$ cat src/rtl/gpio_alarm_pkg.sv
package gpio_alarm_pkg;

    typedef enum logic [3:0] {
        OP_RD_IN    = 4'd0,
        OP_RD_OUT   = 4'd1,
        OP_SET      = 4'd2,
        OP_CLR      = 4'd3,
        OP_TO_IN    = 4'd4,
        OP_TO_OUT   = 4'd5,
        OP_ARM_HI   = 4'd6,
        OP_ARM_LO   = 4'd7,
        OP_DISARM   = 4'd8,
        OP_RD_DIR   = 4'd9,
        OP_RD_ARMHI = 4'd10,
        OP_RD_ARMLO = 4'd11
    } gpio_op_e;

    typedef enum logic {
        ST_IDLE = 1'b0,
        ST_RESP = 1'b1
    } seq_state_e;

    // one-hot write strobes shared by every bit cell
    typedef struct packed {
        logic set_b;
        logic clr_b;
        logic to_in;
        logic to_out;
        logic arm_hi;
        logic arm_lo;
        logic disarm;
    } bit_cmd_t;

endpackage

$ cat src/rtl/gpio_in_sync.sv
module gpio_in_sync #(
    parameter int WIDTH  = 32,
    parameter int STAGES = 2
) (
    input  logic             clk,
    input  logic             rst_n,
    input  logic [WIDTH-1:0] raw_in,
    output logic [WIDTH-1:0] sync_out
);
    localparam int LAST = STAGES - 1;

    logic [WIDTH-1:0] stage_q [STAGES];

    generate
        for (genvar s = 0; s < STAGES; s++) begin : g_stage
            always_ff @(posedge clk or negedge rst_n) begin
                if (!rst_n) begin
                    stage_q[s] <= '0;
                end else begin
                    if (s == 0) stage_q[s] <= raw_in;
                    else        stage_q[s] <= stage_q[(s == 0) ? 0 : s-1];
                end
            end
        end
    endgenerate

    assign sync_out = stage_q[LAST];
endmodule

$ cat src/rtl/gpio_bit_cell.sv
module gpio_bit_cell
    import gpio_alarm_pkg::*;
(
    input  logic     clk,
    input  logic     rst_n,
    input  bit_cmd_t cmd,
    input  logic     sel,
    input  logic     pin,
    output logic     shadow,
    output logic     dir,
    output logic     arm_hi,
    output logic     arm_lo,
    output logic     hit
);
    always_ff @(posedge clk or negedge rst_n) begin
        if (!rst_n) begin
            shadow <= 1'b0;
            dir    <= 1'b0;
            arm_hi <= 1'b0;
            arm_lo <= 1'b0;
        end else if (sel) begin
            if (cmd.set_b)  shadow <= 1'b1;
            if (cmd.clr_b)  shadow <= 1'b0;
            if (cmd.to_in)  dir    <= 1'b0;
            if (cmd.to_out) dir    <= 1'b1;
            if (cmd.arm_hi) begin
                arm_hi <= 1'b1;
                arm_lo <= 1'b0;
            end
            if (cmd.arm_lo) begin
                arm_hi <= 1'b0;
                arm_lo <= 1'b1;
            end
            if (cmd.disarm) begin
                arm_hi <= 1'b0;
                arm_lo <= 1'b0;
            end
        end
    end

    assign hit = (arm_hi & pin) | (arm_lo & ~pin);
endmodule

$ cat src/rtl/gpio_cmd_seq.sv
module gpio_cmd_seq
    import gpio_alarm_pkg::*;
#(
    parameter int WIDTH = 32
) (
    input  logic             clk,
    input  logic             rst_n,
    input  logic             cmd_valid,
    input  logic [3:0]       cmd_op,
    input  logic [WIDTH-1:0] pins_sync,
    input  logic [WIDTH-1:0] shadow_v,
    input  logic [WIDTH-1:0] dir_v,
    input  logic [WIDTH-1:0] arm_hi_v,
    input  logic [WIDTH-1:0] arm_lo_v,
    output bit_cmd_t         strobe,
    output logic             rsp_valid,
    output logic [WIDTH-1:0] rsp_data
);
    seq_state_e       state_q, state_d;
    logic [WIDTH-1:0] rd_value;

    // state register
    always_ff @(posedge clk or negedge rst_n) begin
        if (!rst_n) state_q <= ST_IDLE;
        else        state_q <= state_d;
    end

    // ACCEPT / CHAIN / DRAIN
    always_comb begin
        unique case (state_q)
            ST_IDLE: state_d = cmd_valid ? ST_RESP : ST_IDLE;
            ST_RESP: state_d = cmd_valid ? ST_RESP : ST_IDLE;
            default: state_d = ST_IDLE;
        endcase
    end

    // command decode
    always_comb begin
        strobe   = '0;
        rd_value = '0;
        if (cmd_valid) begin
            unique case (cmd_op)
                OP_RD_IN:    rd_value = pins_sync;
                OP_RD_OUT:   rd_value = shadow_v;
                OP_SET:      strobe.set_b = 1'b1;
                OP_CLR:      strobe.clr_b = 1'b1;
                OP_TO_IN: begin
                    strobe.to_in = 1'b1;
                    rd_value     = pins_sync;
                end
                OP_TO_OUT: begin
                    strobe.to_out = 1'b1;
                    rd_value      = shadow_v;
                end
                OP_ARM_HI:   strobe.arm_hi = 1'b1;
                OP_ARM_LO:   strobe.arm_lo = 1'b1;
                OP_DISARM:   strobe.disarm = 1'b1;
                OP_RD_DIR:   rd_value = dir_v;
                OP_RD_ARMHI: rd_value = arm_hi_v;
                OP_RD_ARMLO: rd_value = arm_lo_v;
                default:     rd_value = '0;
            endcase
        end
    end

    // output register
    always_ff @(posedge clk or negedge rst_n) begin
        if (!rst_n)         rsp_data <= '0;
        else if (cmd_valid) rsp_data <= rd_value;
    end

    assign rsp_valid = (state_q == ST_RESP);
endmodule

$ cat src/rtl/gpio_alarm_port.sv
module gpio_alarm_port
    import gpio_alarm_pkg::*;
#(
    parameter int WIDTH = 32
) (
    input  logic             clk,
    input  logic             rst_n,
    input  logic             cmd_valid,
    input  logic [3:0]       cmd_op,
    input  logic [WIDTH-1:0] cmd_mask,
    output logic             rsp_valid,
    output logic [WIDTH-1:0] rsp_data,
    input  logic [WIDTH-1:0] gpio_in,
    output logic [WIDTH-1:0] gpio_out,
    output logic [WIDTH-1:0] gpio_oe,
    output logic             irq
);
    localparam int SYNC_STAGES = 2;

    logic [WIDTH-1:0] pins_sync;
    logic [WIDTH-1:0] shadow_v, dir_v, arm_hi_v, arm_lo_v, hit_v;
    bit_cmd_t         strobe;
    logic             irq_q;

    gpio_in_sync #(.WIDTH(WIDTH), .STAGES(SYNC_STAGES)) u_sync (
        .clk      (clk),
        .rst_n    (rst_n),
        .raw_in   (gpio_in),
        .sync_out (pins_sync)
    );

    gpio_cmd_seq #(.WIDTH(WIDTH)) u_seq (
        .clk       (clk),
        .rst_n     (rst_n),
        .cmd_valid (cmd_valid),
        .cmd_op    (cmd_op),
        .pins_sync (pins_sync),
        .shadow_v  (shadow_v),
        .dir_v     (dir_v),
        .arm_hi_v  (arm_hi_v),
        .arm_lo_v  (arm_lo_v),
        .strobe    (strobe),
        .rsp_valid (rsp_valid),
        .rsp_data  (rsp_data)
    );

    generate
        for (genvar b = 0; b < WIDTH; b++) begin : g_bit
            gpio_bit_cell u_cell (
                .clk    (clk),
                .rst_n  (rst_n),
                .cmd    (strobe),
                .sel    (cmd_mask[b]),
                .pin    (pins_sync[b]),
                .shadow (shadow_v[b]),
                .dir    (dir_v[b]),
                .arm_hi (arm_hi_v[b]),
                .arm_lo (arm_lo_v[b]),
                .hit    (hit_v[b])
            );
        end
    endgenerate

    always_ff @(posedge clk or negedge rst_n) begin
        if (!rst_n) irq_q <= 1'b0;
        else        irq_q <= |hit_v;
    end

    assign gpio_out = shadow_v;
    assign gpio_oe  = dir_v;
    assign irq      = irq_q;
endmodule

$ cat config.mk
export PLATFORM = sky130hd
export DESIGN_NAME = gpio_alarm_port
export DESIGN_NICKNAME = d
export VERILOG_FILES = /design/src/rtl/gpio_alarm_pkg.sv /design/src/rtl/gpio_in_sync.sv /design/src/rtl/gpio_bit_cell.sv /design/src/rtl/gpio_cmd_seq.sv /design/src/rtl/gpio_alarm_port.sv
export SDC_FILE = /design/constraint.sdc
export NUM_CORES = 1
export LEC_CHECK = 0
export CORE_MARGIN = 1
export CORE_UTILIZATION = 45
export DETAILED_ROUTE_END_ITERATION = 8
export DONT_BUFFER_PORTS = 1
export GPL_TIMING_DRIVEN = 0
export PLACE_DENSITY = 0.69
export SETUP_SLACK_MARGIN = 0.05
export SYNTH_ARGS = -nofsm -noshare
export SYNTH_HDL_FRONTEND = slang
export SYNTH_SLANG_ARGS = --single-unit
export TNS_END_PERCENT = 10
$ cat constraint.sdc
create_clock -name clk -period 2.5 [get_ports clk]
set_clock_uncertainty 0.15 [all_clocks]
set_input_delay 0.25 -clock clk [delete_from_list [all_inputs] [get_ports clk]]
set_output_delay 0.25 -clock clk [all_outputs]
set_load 0.1 [all_outputs]
Word-level counts from Yosys, hierarchy flattened
Index checks and enable logic that the tools add are counted.
Storage, ports and cells
  register bits after elaboration: 226
  input bits: 71
  word-level logic and storage cells: 395
Cells by class
  eq/ne operators: 11
  multiplexer cells: 20
  bitwise operators: 128
  reduce and logical (&&, ||, !) cells: 103
Operators by type and width (number)
  2-bit AND reduction: 96
  32-bit case mux with 5 select lines: 1
  1-bit AND: 64
  1-bit inverter: 32
  1-bit bitwise OR: 32
  32-bit OR reduction: 1
  1-bit two-way mux: 18
  4-bit by 3-bit equality test with 1-bit output, second input constant: 4
  4-bit equality test, second input constant: 4
  4-bit by 2-bit equality test with 1-bit output, second input constant: 2
  7-bit two-way mux: 1
  4-bit by 1-bit equality test with 1-bit output, second input constant: 1
  4-bit zero test: 1
  2-bit nonzero test: 2
  2-bit OR reduction: 2
  3-bit nonzero test: 1

Longest topological paths before layout
  depth in word-level cells: 6
  mapped depth: 7
  mapped depth without buffers: 4

Modules after synthesis
A second synthesis with hierarchy kept.
Unflattened totals
  cell total of the unflattened synthesis: 889
  area total of the unflattened synthesis: 10092.2 µm²
Modules (own cells, without submodules)
  gpio_bit_cell: instances 32, cells an instance 17, area each 180.2 µm²
  gpio_cmd_seq: instances 1, cells an instance 237, area each 2384.8 µm²
  gpio_in_sync: instances 1, cells an instance 96, area each 1841.8 µm²
  gpio_alarm_port: instances 1, cells an instance 12, area each 100.1 µm²

Worst setup path after synthesis
OpenSTA, ideal clock, no wires.
  path type: input-to-reg
  start: in cmd_op[2]
  end: reg g_bit[0].u_cell.arm_lo
  arrival time: 1.574 ns
  required time: 2.225 ns
  setup slack: 0.651 ns
  stages on the path: 5
  cells stage by stage: or4b_4 a21oi_4 buf_6 nand2_1 mux2_4
On the way
  longest elaborated chain between the ends: 5
Ends and longest elaborated chain
  from (decl): line gpio_alarm_port.sv:9  | input logic [3:0] cmd_op,
  4-bit equality test or 4-bit by 3-bit equality test with 1-bit output (tied branches): line gpio_cmd_seq.sv:42  | unique case (cmd_op)
  1-bit two-way mux: line gpio_cmd_seq.sv:42
  7-bit two-way mux (*): line gpio_cmd_seq.sv:41  | if (cmd_valid) begin
  3-bit nonzero test (no source line) or 1-bit two-way mux (tied branches)
  2-bit AND reduction (no source line) or 1-bit two-way mux (tied branches)
  to (signal assigned): line gpio_bit_cell.sv:28  | arm_lo <= 1'b0;
  to (signal assigned): line gpio_bit_cell.sv:32  | arm_lo <= 1'b1;
  to (signal assigned): line gpio_bit_cell.sv:36  | arm_lo <= 1'b0;
  to (decl): line gpio_bit_cell.sv:12  | output logic arm_lo,
Mark *: on every way between the ends. The rest lies on a longest branch, timed or not.
A chain may end at the register's enable or synchronous reset.

==> results.py <==
metrics = {
    "clock_network": {
        "numCtsBuffers": 24,
        "cts_resized": 0,
        "h-tree-depth": 1,
        "cts.sinks": 226,
        "clock_latency_ps": 520,
        "cts_tree": "built",
        "cts_buffer_depth": 3,
        "cts_setup_buffers": 0,
        "clkTransAtPathRegs_ps": 60,
        "cts-root-buf": "clkbuf_16",
        "hold_buffers": 66,
    },
    "outcome": {
        "violations": "hold timing",
        "status": "finished with violations",
    },
    "yosys": {
        "syn_nets": 891,
        "synth_area_leader_cell": "dfrtp_1",
        "ys_seq_elements": 226,
        "synth.most_common_cell": "dfrtp_1",
        "synthesis.area_mm2": 0.00987,
        "synth_top_cell_area_share_pct": 57.3,
        "seq_area_frac_synth_pct": 57.3,
        "ys.flop_type": "dfrtp_1",
        "ys_top_cells_by_count": "226 x dfrtp_1, 97 x a21oi_1, 97 x nand2_1, 68 x mux2_2",
        "ys_warn_count": 0,
        "synth_area_per_cell_um2": 12.0,
        "synthCells": 820,
        "synth_area_leaders": "dfrtp_1 57%, mux2_2 7.8%, a21oi_1 4.9%",
        "async_reset_ff_share_pct": 100,
        "synth_cell_types": 29,
        "synth_edf_count": 0,
    },
    "drt": {
        "drc": 0,
        "dr.pass1.iters": 6,
        "drt_iter0_drc": 662,
        "finalWirelength_mm": 28.1,
        "antenna_left": 0,
        "vias": 7080,
        "vias_per_cell": 5.88,
        "wl_per_cell_um": 23.3,
    },
    "placed_design": {
        "dpl.cell_count": 1095,
        "postPlaceCellArea_mm2": 0.0102,
        "routabilityCongestion": 0.837,
        "port_buffers": 0,
        "hpwl_mm": 18.4,
    },
    "power": {
        "p_leak_uw": 0.00526,
        "powerDensity_mw_per_mm2": 1010,
        "power_uw": 11800,
        "vdd_drop_max_mv": 0.470,
    },
    "die": {
        "start_util_pct": 46.4,
        "design.die.area_mm2": 0.0225,
        "die_w_um": 150,
        "design.core.area_mm2": 0.0213,
        "ioPinCount": 169,
        "rows": 53,
        "die-height_um": 150,
    },
    "worst_setup_path": {
        "critPathMaxFanout": 10,
        "crit_arrival_ps": 2470,
        "path_cells": "dlygate4sd3_1, inv_2, a211oi_1, clkbuf_1, a22o_1",
        "crit_path_end_kind": "register",
        "cp.required_ps": 2800,
        "max_stage_delay_ps": 640,
        "cp_slowest_cell": "a211oi_1",
        "critPathTopFamily": "buffers and inverters",
        "cp_num_buf_inv": 3,
        "r2r_setup_slack_ps": 540,
        "worstSetupStartpointType": "input pin",
        "criticalPathCategory": "in2reg",
    },
    "run": {
        "max_cap_violations": 0,
    },
    "sta": {
        "final-hold-violation-count": 226,
        "fin_crit_sh_pct": 86.6,
        "period_needed_ps": 2160,
        "finalSetupViolCount": 0,
        "rsz0062_at_grt": "false",
        "slew_headroom_pct": 35.3,
        "drv_slew": 0,
        "tightestPinTransition_ps": 970,
        "fin_tns_setup_ps": 0,
        "whs_ps": -720,
        "fmax_mhz": 462,
    },
    "finish": {
        "area_growth_pct": 18.3,
        "multi_input_area_mm2": 0.00349,
        "stdcell_area_mm2": 0.0117,
        "nNetsFinal": 983,
        "fillerInstances": 1818,
        "antennaDiodeCount": 0,
        "drive_above_1_share_pct": 22.5,
        "ff_latch_area_mm2": 0.00566,
        "final_cells": 1204,
    },
    "global_routing": {
        "track_usage_pct": 25.0,
        "grt_max_degree": 227,
        "antenna_found_initial": 0,
        "first_global_vias": 7164,
        "grt_pass1_wl_mm": 42.3,
        "grt_overflow": 0,
    },
    "hold_path": {
        "min_path_type": "in2async",
    },
}
-- metrics by stage --
stage,setup slack [ps],utilization [%]
after floorplan,651,-
after global placement,227,48.0
after detailed placement,143,48.0
after CTS,398,54.9
after global routing,241,54.9
final,336,54.9
-- area by class of cell --
type / instances / share of cell area, %
Buffer: 119 / 6.13
Clock buffer: 38 / 6.46
Clock inverter: 5 / 0.429
Inverter: 1 / 0.0321
Multi-Input combinational cell: 474 / 29.9
Sequential cell: 226 / 48.4
Tap cell: 275 / 2.95
Timing Repair Buffer: 66 / 5.66
-- report_power, final --
part	leakage (uW)	total, uW	internal (uW)	switching, uW
registers	0.00277	4870	4140	729
logic	0.00208	3330	844	2490
clock network	0.000401	3590	2160	1430
total	0.00526	11800	7150	4640
-- path summary, 6_finish.rpt --
kind | from | endpoint | cells after the start
min in group clk | cmd_op[2] | g_bit[19].u_cell.shadow | 4
min | rst_n | u_seq.rsp_data[16] | 0
max | cmd_valid | u_seq.rsp_data[20] | 5
max in group asynchronous | rst_n | g_bit[23].u_cell.dir | 0
max reg2reg | u_sync.sync_out[16] | irq | 4
min reg2reg | u_sync.stage_q[49] | u_sync.sync_out[17] | 0
-- metal layers --
| metal | part of all wire (%) | GRT usage (%) | vias up |
|---|---|---|---|
| li1 | - | - | 3106 |
| met4 | 2.9 | 8.64 | 0 |
| met1 | 42 | 33.9 | 3593 |
| met3 | 8.7 | 6.15 | 62 |
| met5 | 0 | 0 | - |
| met2 | 47 | 39.3 | 319 |
-- cells in the final DEF, fill, tap and decap left out, drive strengths merged, types with 2 or more instances in the layout --
master / n
buf: 78
mux2i: 32
clkinv: 4
mux2: 96
clkbuf: 79
nor4bb: 2
dfrtp: 226
a22oi: 64
a22o: 32
nor4: 2
a21oi: 98
dlygate4sd3: 66
nand2: 97
a31oi: 32
nand4: 8
nor2: 2
-- kinds of logic (layout without fill, tap and decap cells) --
kind of cell,after synthesis,in the layout,share of synthesized area [%]
buffers and inverters,120,229,7.29
flip-flops,226,226,57.3
AO/OA/AOI/OAI,228,228,15.0
multiplexers,128,128,15.3
AND/OR/NAND/NOR,118,118,5.17
-- worst register-to-register path, stage by stage, from the launching register on --
cell and delay (ps):
dfrtp_1 380, mux2i_1 390, nand4_1 230, nor4_1 480, nand2_1 170
-- sequential cells by signal (all words and copies together), names as in the netlist --
| signal | count |
|---|---|
| irq | 1 |
| u_sync.sync_out | 32 |
| u_seq.rsp_valid | 1 |
| g_bit.u_cell.shadow | 32 |
| g_bit.u_cell.dir | 32 |
| u_seq.rsp_data | 32 |
| g_bit.u_cell.arm_hi | 32 |
| u_sync.stage_q | 32 |
| g_bit.u_cell.arm_lo | 32 |
Power figures use the tool's default switching activity.
